<file path="config.mk">
export PLATFORM = sky130hd
export DESIGN_NAME = trig_source_sel
export DESIGN_NICKNAME = d
export VERILOG_FILES = /design/src/rtl/trig_sel_pkg.sv /design/src/rtl/trig_stretch.sv /design/src/rtl/trig_prescale.sv /design/src/rtl/trig_pattern.sv /design/src/rtl/trig_source_sel.sv
export SDC_FILE = /design/constraint.sdc
export NUM_CORES = 1
export LEC_CHECK = 0
export BUFFER_PORTS_ARGS = -buffer_cell sky130_fd_sc_hd__buf_2
export CAP_MARGIN = 30
export CORE_UTILIZATION = 35
export CTS_BUF_LIST = sky130_fd_sc_hd__clkbuf_8
export DETAILED_ROUTE_END_ITERATION = 8
export GPL_TIMING_DRIVEN = 0
export PLACE_DENSITY_LB_ADDON = 0.05
export SETUP_SLACK_MARGIN = 0.5
export SLEW_MARGIN = 20
export SYNTH_ARGS = -nofsm -noshare
export SYNTH_HDL_FRONTEND = slang
export SYNTH_SLANG_ARGS = --single-unit
</file>
<file path="constraint.sdc">
create_clock -name clk -period 2.7 [get_ports clk]
set_input_delay 0.135 -clock clk [delete_from_list [all_inputs] [get_ports clk]]
set_output_delay 0.135 -clock clk [all_outputs]
set_load 0.05 [all_outputs]
</file>
<file path="src/rtl/trig_sel_pkg.sv">
package trig_sel_pkg;
   // enable mask positions
   localparam int EN_PRIM  = 0;
   localparam int EN_SEC   = 1;
   localparam int EN_COINC = 2;
   localparam int EN_EXT1  = 3;
   localparam int EN_EXT2  = 4;
   localparam int N_TRIG   = 5;
   // bypass positions
   localparam int BY_PSTR  = 0;
   localparam int BY_SSTR  = 1;
   localparam int BY_PPRE  = 2;
   localparam int BY_SPRE  = 3;
   localparam int BY_PDLY  = 4;
   // source pattern positions
   localparam int N_SRC    = 4;

   typedef enum logic [1:0] {
      ST_IDLE = 2'd0,
      ST_WAIT = 2'd1,
      ST_OPEN = 2'd2
   } stretch_st_t;
endpackage

</file>
<file path="src/rtl/trig_stretch.sv">
module trig_stretch
   import trig_sel_pkg::*;
#(
   parameter int DW = 8
) (
   input  logic          clk,
   input  logic          rst_n,
   input  logic          pulse_i,
   input  logic          byp_i,
   input  logic [DW-1:0] dly_i,
   input  logic [DW-1:0] wid_i,
   output logic          gate_o
);
   stretch_st_t   st;
   logic [DW-1:0] cnt;
   logic [DW-1:0] wid_m1;

   assign wid_m1 = (wid_i == '0) ? '0 : wid_i - 1'b1;

   always_ff @(posedge clk) begin
      if (!rst_n || byp_i) begin
         st  <= ST_IDLE;
         cnt <= '0;
      end else begin
         unique case (st)
            ST_IDLE: begin
               if (pulse_i) begin
                  if (dly_i == '0) begin
                     st  <= ST_OPEN;
                     cnt <= wid_m1;
                  end else begin
                     st  <= ST_WAIT;
                     cnt <= dly_i - 1'b1;
                  end
               end
            end
            ST_WAIT: begin
               if (cnt == '0) begin
                  st  <= ST_OPEN;
                  cnt <= wid_m1;
               end else begin
                  cnt <= cnt - 1'b1;
               end
            end
            ST_OPEN: begin
               if (cnt == '0) st <= ST_IDLE;
               else           cnt <= cnt - 1'b1;
            end
            default: st <= ST_IDLE;
         endcase
      end
   end

   assign gate_o = byp_i ? pulse_i : (st == ST_OPEN);
endmodule

</file>
<file path="src/rtl/trig_prescale.sv">
module trig_prescale #(
   parameter int FW = 10
) (
   input  logic          clk,
   input  logic          rst_n,
   input  logic          level_i,
   input  logic          byp_i,
   input  logic [FW-1:0] factor_i,
   output logic          pulse_o
);
   logic          lvl_q;
   logic          rise;
   logic          every;
   logic [FW-1:0] cnt;
   logic [FW:0]   nxt;

   assign rise    = level_i & ~lvl_q;
   assign every   = byp_i | (factor_i <= FW'(1));
   assign nxt     = {1'b0, cnt} + 1'b1;
   assign pulse_o = rise & (every | (cnt == '0));

   always_ff @(posedge clk) begin
      if (!rst_n) begin
         lvl_q <= 1'b0;
         cnt   <= '0;
      end else begin
         lvl_q <= level_i;
         if (rise) begin
            if (every)                         cnt <= '0;
            else if (nxt >= {1'b0, factor_i})  cnt <= '0;
            else                               cnt <= nxt[FW-1:0];
         end
      end
   end
endmodule

</file>
<file path="src/rtl/trig_pattern.sv">
module trig_pattern #(
   parameter int NS  = 4,
   parameter int DW  = 8,
   parameter int DLY = 2
) (
   input  logic          clk,
   input  logic          rst_n,
   input  logic [NS-1:0] src_i,
   input  logic          byp_dly_i,
   input  logic          open_i,
   input  logic [DW-1:0] wid_i,
   input  logic          clr_i,
   output logic [NS-1:0] pat_o
);
   logic [NS-1:0] del;
   logic [NS-1:0] smp;
   logic [DW-1:0] wcnt;
   logic          act;

   generate
      if (DLY == 0) begin : g_nodly
         assign del = src_i;
      end else begin : g_dly
         logic [NS-1:0] dl [DLY];
         always_ff @(posedge clk) begin
            if (!rst_n) dl[0] <= '0;
            else        dl[0] <= src_i;
         end
         for (genvar i = 1; i < DLY; i++) begin : g_tap
            always_ff @(posedge clk) begin
               if (!rst_n) dl[i] <= '0;
               else        dl[i] <= dl[i-1];
            end
         end
         assign del = dl[DLY-1];
      end
   endgenerate

   assign smp = byp_dly_i ? src_i : del;
   assign act = open_i | (wcnt != '0);

   always_ff @(posedge clk) begin
      if (!rst_n) begin
         wcnt  <= '0;
         pat_o <= '0;
      end else begin
         if (open_i)            wcnt <= (wid_i == '0) ? '0 : wid_i - 1'b1;
         else if (wcnt != '0)   wcnt <= wcnt - 1'b1;
         if (clr_i)             pat_o <= '0;
         else if (act)          pat_o <= pat_o | smp;
      end
   end
endmodule

</file>
<file path="src/rtl/trig_source_sel.sv">
module trig_source_sel
   import trig_sel_pkg::*;
#(
   parameter int DW      = 8,
   parameter int FW      = 10,
   parameter int PAT_DLY = 2
) (
   input  logic          clk,
   input  logic          rst_n,
   input  logic          run_en,
   input  logic          src_prim,
   input  logic          src_sec,
   input  logic          src_ext1,
   input  logic          src_ext2,
   input  logic [DW-1:0] prim_dly,
   input  logic [DW-1:0] prim_wid,
   input  logic [DW-1:0] sec_dly,
   input  logic [DW-1:0] sec_wid,
   input  logic [DW-1:0] win_wid,
   input  logic [FW-1:0] prim_factor,
   input  logic [FW-1:0] sec_factor,
   input  logic [4:0]    enable_mask,
   input  logic [4:0]    bypass,
   input  logic          pat_clear,
   output logic          raw_trig,
   output logic          prim_trig,
   output logic          sec_trig,
   output logic          coinc_trig,
   output logic          prim_gate,
   output logic          sec_gate,
   output logic [3:0]    pattern
);
   generate
      if (DW < 1 || FW < 2 || PAT_DLY < 0 || PAT_DLY > 64) begin : g_bad_cfg
         $error("trig_source_sel: unsupported parameter set");
      end
   endgenerate

   logic [N_SRC-1:0]  src_v;
   logic [N_SRC-1:0]  src_q;
   logic [N_SRC-1:0]  edge_v;
   logic              and_q;
   logic              raw_q;
   logic [N_TRIG-1:0] cand;

   assign src_v  = {src_ext2, src_ext1, src_sec, src_prim};
   assign edge_v = src_v & ~src_q;

   trig_stretch #(.DW(DW)) u_str_prim (
      .clk(clk), .rst_n(rst_n), .pulse_i(edge_v[0]), .byp_i(bypass[BY_PSTR]),
      .dly_i(prim_dly), .wid_i(prim_wid), .gate_o(prim_gate));

   trig_stretch #(.DW(DW)) u_str_sec (
      .clk(clk), .rst_n(rst_n), .pulse_i(edge_v[1]), .byp_i(bypass[BY_SSTR]),
      .dly_i(sec_dly), .wid_i(sec_wid), .gate_o(sec_gate));

   trig_prescale #(.FW(FW)) u_pre_prim (
      .clk(clk), .rst_n(rst_n), .level_i(prim_gate), .byp_i(bypass[BY_PPRE]),
      .factor_i(prim_factor), .pulse_o(prim_trig));

   trig_prescale #(.FW(FW)) u_pre_sec (
      .clk(clk), .rst_n(rst_n), .level_i(sec_gate), .byp_i(bypass[BY_SPRE]),
      .factor_i(sec_factor), .pulse_o(sec_trig));

   assign coinc_trig = prim_gate & sec_gate & ~and_q;

   always_comb begin
      cand           = '0;
      cand[EN_PRIM]  = prim_trig;
      cand[EN_SEC]   = sec_trig;
      cand[EN_COINC] = coinc_trig;
      cand[EN_EXT1]  = edge_v[2];
      cand[EN_EXT2]  = edge_v[3];
   end

   always_ff @(posedge clk) begin
      if (!rst_n) begin
         src_q <= '0;
         and_q <= 1'b0;
         raw_q <= 1'b0;
      end else begin
         src_q <= src_v;
         and_q <= prim_gate & sec_gate;
         raw_q <= run_en & (|(cand & enable_mask));
      end
   end

   assign raw_trig = raw_q;

   trig_pattern #(.NS(N_SRC), .DW(DW), .DLY(PAT_DLY)) u_pat (
      .clk(clk), .rst_n(rst_n), .src_i(edge_v), .byp_dly_i(bypass[BY_PDLY]),
      .open_i(raw_q), .wid_i(win_wid), .clr_i(pat_clear), .pat_o(pattern));
endmodule

</file>
==> metrics.md <==
| Metric | Value |
|---|---|
| Clock buffers created by TritonCTS | `9` |
| Area share of the leading cell type in the synthesized netlist | `0.265` |
| Final-layout worst hold slack | `27.6 ps` |
| Combined area of all synthesized cells | `5130 um^2` |
| Fraction of final layout cells with drive strength greater than 1 | `0.253` |
| Setup TNS | `-11.5 ps` |
| Detailed-route wire length | `14300 um` |
| First DRT Iteration DRCs | `159` |
| Maximum Capacitance Violations | `0` |
| Max-slew headroom | `0.351` |
| Worst clock skew | `9.91 ps` |
| Flip-flop and latch count after synthesis | `68` |
| Setup repair after global routing missed its margin | `true` |
| Synth unique cells | `62` |
| Largest net degree at the start of global routing | `12` |
| Std cell rows | `43` |
| Vias per cell | `5.37` |
| ANT nets after route | `0` |
| Number of global-route vias before repair | `5039` |
| Post-route standard cell area excluding fillers | `6530 um^2` |
| Synthesis-to-finish area growth | `27.2%` |
| Crit path time final | `2710 ps` |
| Total congestion overflow after global routing | `0` |
| Outcome | `finished, violations left` |
| Routed wire per std cell | `14.8 um` |
| Most used standard cells in the synthesized netlist | `68 x dfxtp_1, 58 x nor2_1, 55 x inv_1` |
| Violations in the final reports | `negative setup slack` |
| Share of the yosys chip area belonging to registers | `0.265` |
| Insertion delay of the later-clocked pin in the worst-skew pair | `360 ps` |
| Count of final max-slew check failures | `0` |
| Floorplan core area | `14100 um^2` |
| Global placer's final weighted congestion | `0.856` |
| Dpl hpwl | `11200 um` |
| Worst EP arrival | `3010 ps` |
| Power consumption | `3.18 mW` |
| Total DRC errors in the routed layout | `0` |
| Worst hold path class | `in -> reg` |
| Data required time at the worst endpoint | `3000 ps` |
| Dominant cells by area after synthesis | `dfxtp_1 27%, ha_1 10%, xnor2_1 4.8%, a21oi_1 4.3%, nor2_1 4.2%` |
| Max rail drop VDD | `234 uV` |
| H-tree level count | `3` |
| Area occupied by registers | `1380 um^2` |
| Critical Path Start Type | `register` |
| Critical path class | `reg -> reg` |
| Area occupied by multi-input gates | `3830 um^2` |
| CTS tree | `built` |
| Area leader, netlist | `dfxtp_1` |
| Number of I/O pins | `88` |
| Mean area per synthesized cell | `7.73 um^2` |
| Number of instances in the synthesized netlist | `664` |
| Flip-flop cell with the highest count after synthesis | `dfxtp_1` |
| Area of the die | `15200 um^2` |
| Placed Instances | `931` |
| Post-place setup slack | `-154 ps` |
| Final-stage net count | `899` |
| Buffers on Ports | `87` |
| Transition time of the tightest slew-check pin | `966 ps` |
| Min setup slack post-route | `-11.5 ps` |
| Hold Vio Cnt, Final | `0` |
| Number of enable-type register cells in the synthesized netlist | `0` |
| Chip Width | `123 um` |
| Share of async-settable or async-resettable flops after synthesis | `0` |
| Post-synth net total | `784` |
| Share of the core filled with cells in the final layout | `0.463` |
| Pre-antenna DRT Iters | `4` |
| Total vias in the final route | `5178` |
| Initial Utilization | `0.364` |
| Critical path fanouts, max | `5` |
| Number of synthesis warnings | `0` |
| Cell with the most instances after synthesis | `dfxtp_1` |
| First-pass GRT wire length | `23500 um` |
| Clk pin slew, worst setup/hold paths | `80 ps` |
| Achievable frequency | `369 MHz` |
| Area after detailed placement | `5920 um^2` |
| Crit end category | `register` |
| Fillcell total | `1476` |
| Die Ht | `123 um` |
| Share of the cycle needed by the critical path after routing | `1.00` |
| Setup slack, reg-to-reg | `-10 ps` |
| Setup-violating endpoint count in the final report | `1` |
| Root buffer cell | `clkbuf_8` |
| Post-route insts no fill | `965` |
| LEAKAGE | `2.81 nW` |
| Power density over the cells | `487 nW/um^2` |
| Count of clock tree sinks | `68` |
| Maximum count of clock buffers along a single path | `2` |
| Initial antenna violation count | `1` |
| Overall Global Routing Usage | `0.198` |
-- report_power, final --
group / switching [mW] / internal [mW]
logic: 0.634 / 0.456
registers: 0.0706 / 1.08
clock network: 0.399 / 0.537
total: 1.10 / 2.08
-- state kept, by name, indices dropped and copies added (netlist names) --
| name | cells |
|---|---|
| u_pre_prim.lvl_q | 1 |
| u_str_prim.cnt | 8 |
| and_q | 1 |
| u_pat.wcnt | 8 |
| u_pre_sec.lvl_q | 1 |
| src_q | 4 |
| u_pat.g_dly.dl | 8 |
| u_str_prim.st | 2 |
| u_pat.pat_o | 4 |
| u_str_sec.st | 2 |
| u_pre_prim.cnt | 10 |
| u_pre_sec.cnt | 10 |
| u_str_sec.cnt | 8 |
| raw_trig | 1 |
-- repair_timing --
item,CTS,global route
endpoints found under the setup margin,27,35
endpoints found under the hold margin,2,0
hold buffers,2,0
buffers inserted,8,5
pin swaps,6,13
cloned,2,0
gates resized for setup,17,60
-- worst paths after layout --
path / start / to / cells after the start
setup reg to reg: u_pre_sec.cnt[1] / u_pre_sec.cnt[2] / 15
hold reg to reg: u_pat.g_dly.dl[0][0] / u_pat.g_dly.dl[1][0] / 1
hold / removal: src_prim / src_q[0] / 2
setup / recovery: u_pre_sec.cnt[1] / u_pre_sec.cnt[2] / 15
-- cell usage in the layout, fill, tap and decap left out, types with 7 or more instances in the layout --
cell / count
xor2_1: 12
mux2i_1: 8
nand2b_1: 17
a21o_1: 11
buf_4: 12
o211ai_1: 8
ha_1: 38
nor4_1: 11
nor3_1: 23
nand3_1: 16
o21ai_0: 23
dfxtp_2: 8
o22ai_1: 7
xnor2_1: 24
nor2_1: 56
buf_2: 84
and2_1: 13
dfxtp_1: 57
inv_1: 56
nor2b_1: 12
clkbuf_1: 10
nand2_1: 50
a31oi_1: 8
a21oi_1: 38
a211oi_1: 9
clkbuf_8: 10
-- layer usage --
| layer | vias to the layer above | GRT usage | share of wire |
|---|---|---|---|
| li1 | 2648 | - | - |
| met1 | 2405 | 0.249 | 0.47 |
| met5 | - | 0 | 0 |
| met2 | 105 | 0.334 | 0.47 |
| met4 | 0 | 0.0595 | 0.019 |
| met3 | 20 | 0.0466 | 0.041 |
-- cells by family (layout without fill, tap and decap cells) --
group                    Yosys count  count (layout)  synth area share
AO/OA/AOI/OAI                    171             172             0.218
XOR/XNOR                          40              40            0.0683
adder cells (fa/ha/maj)           42              42             0.102
buffers and inverters             71             190            0.0524
flip-flops                        68              68             0.265
multiplexers                      15              15            0.0307
other                              0               1                 0
AND/OR/NAND/NOR                  257             257             0.263
-- worst max-delay path, cell delays in order (launching register included) --
cell and delay (ps):
dfxtp_4 370, ha_4 170, and3_4 190, nand3_4 80
inv_2 40, and3_4 170, xnor2_2 160, inv_1 90
ha_4 210, a21o_1 180, a211oi_2 160, o2111ai_1 130
a41o_2 310, buf_8 150, nor3b_4 150, a21o_1 90
-- layout make-up --
| class | count | share of cell area |
|---|---|---|
| Antenna cell | 1 | 0.000383 |
| Buffer | 16 | 0.0123 |
| Clock buffer | 10 | 0.0211 |
| Clock inverter | 6 | 0.0123 |
| Inverter | 55 | 0.0316 |
| Multi-Input combinational cell | 526 | 0.587 |
| Sequential cell | 68 | 0.212 |
| Tap cell | 180 | 0.0345 |
| Timing Repair Buffer | 103 | 0.0893 |
Note: power is estimated with default switching activity, not from simulation.
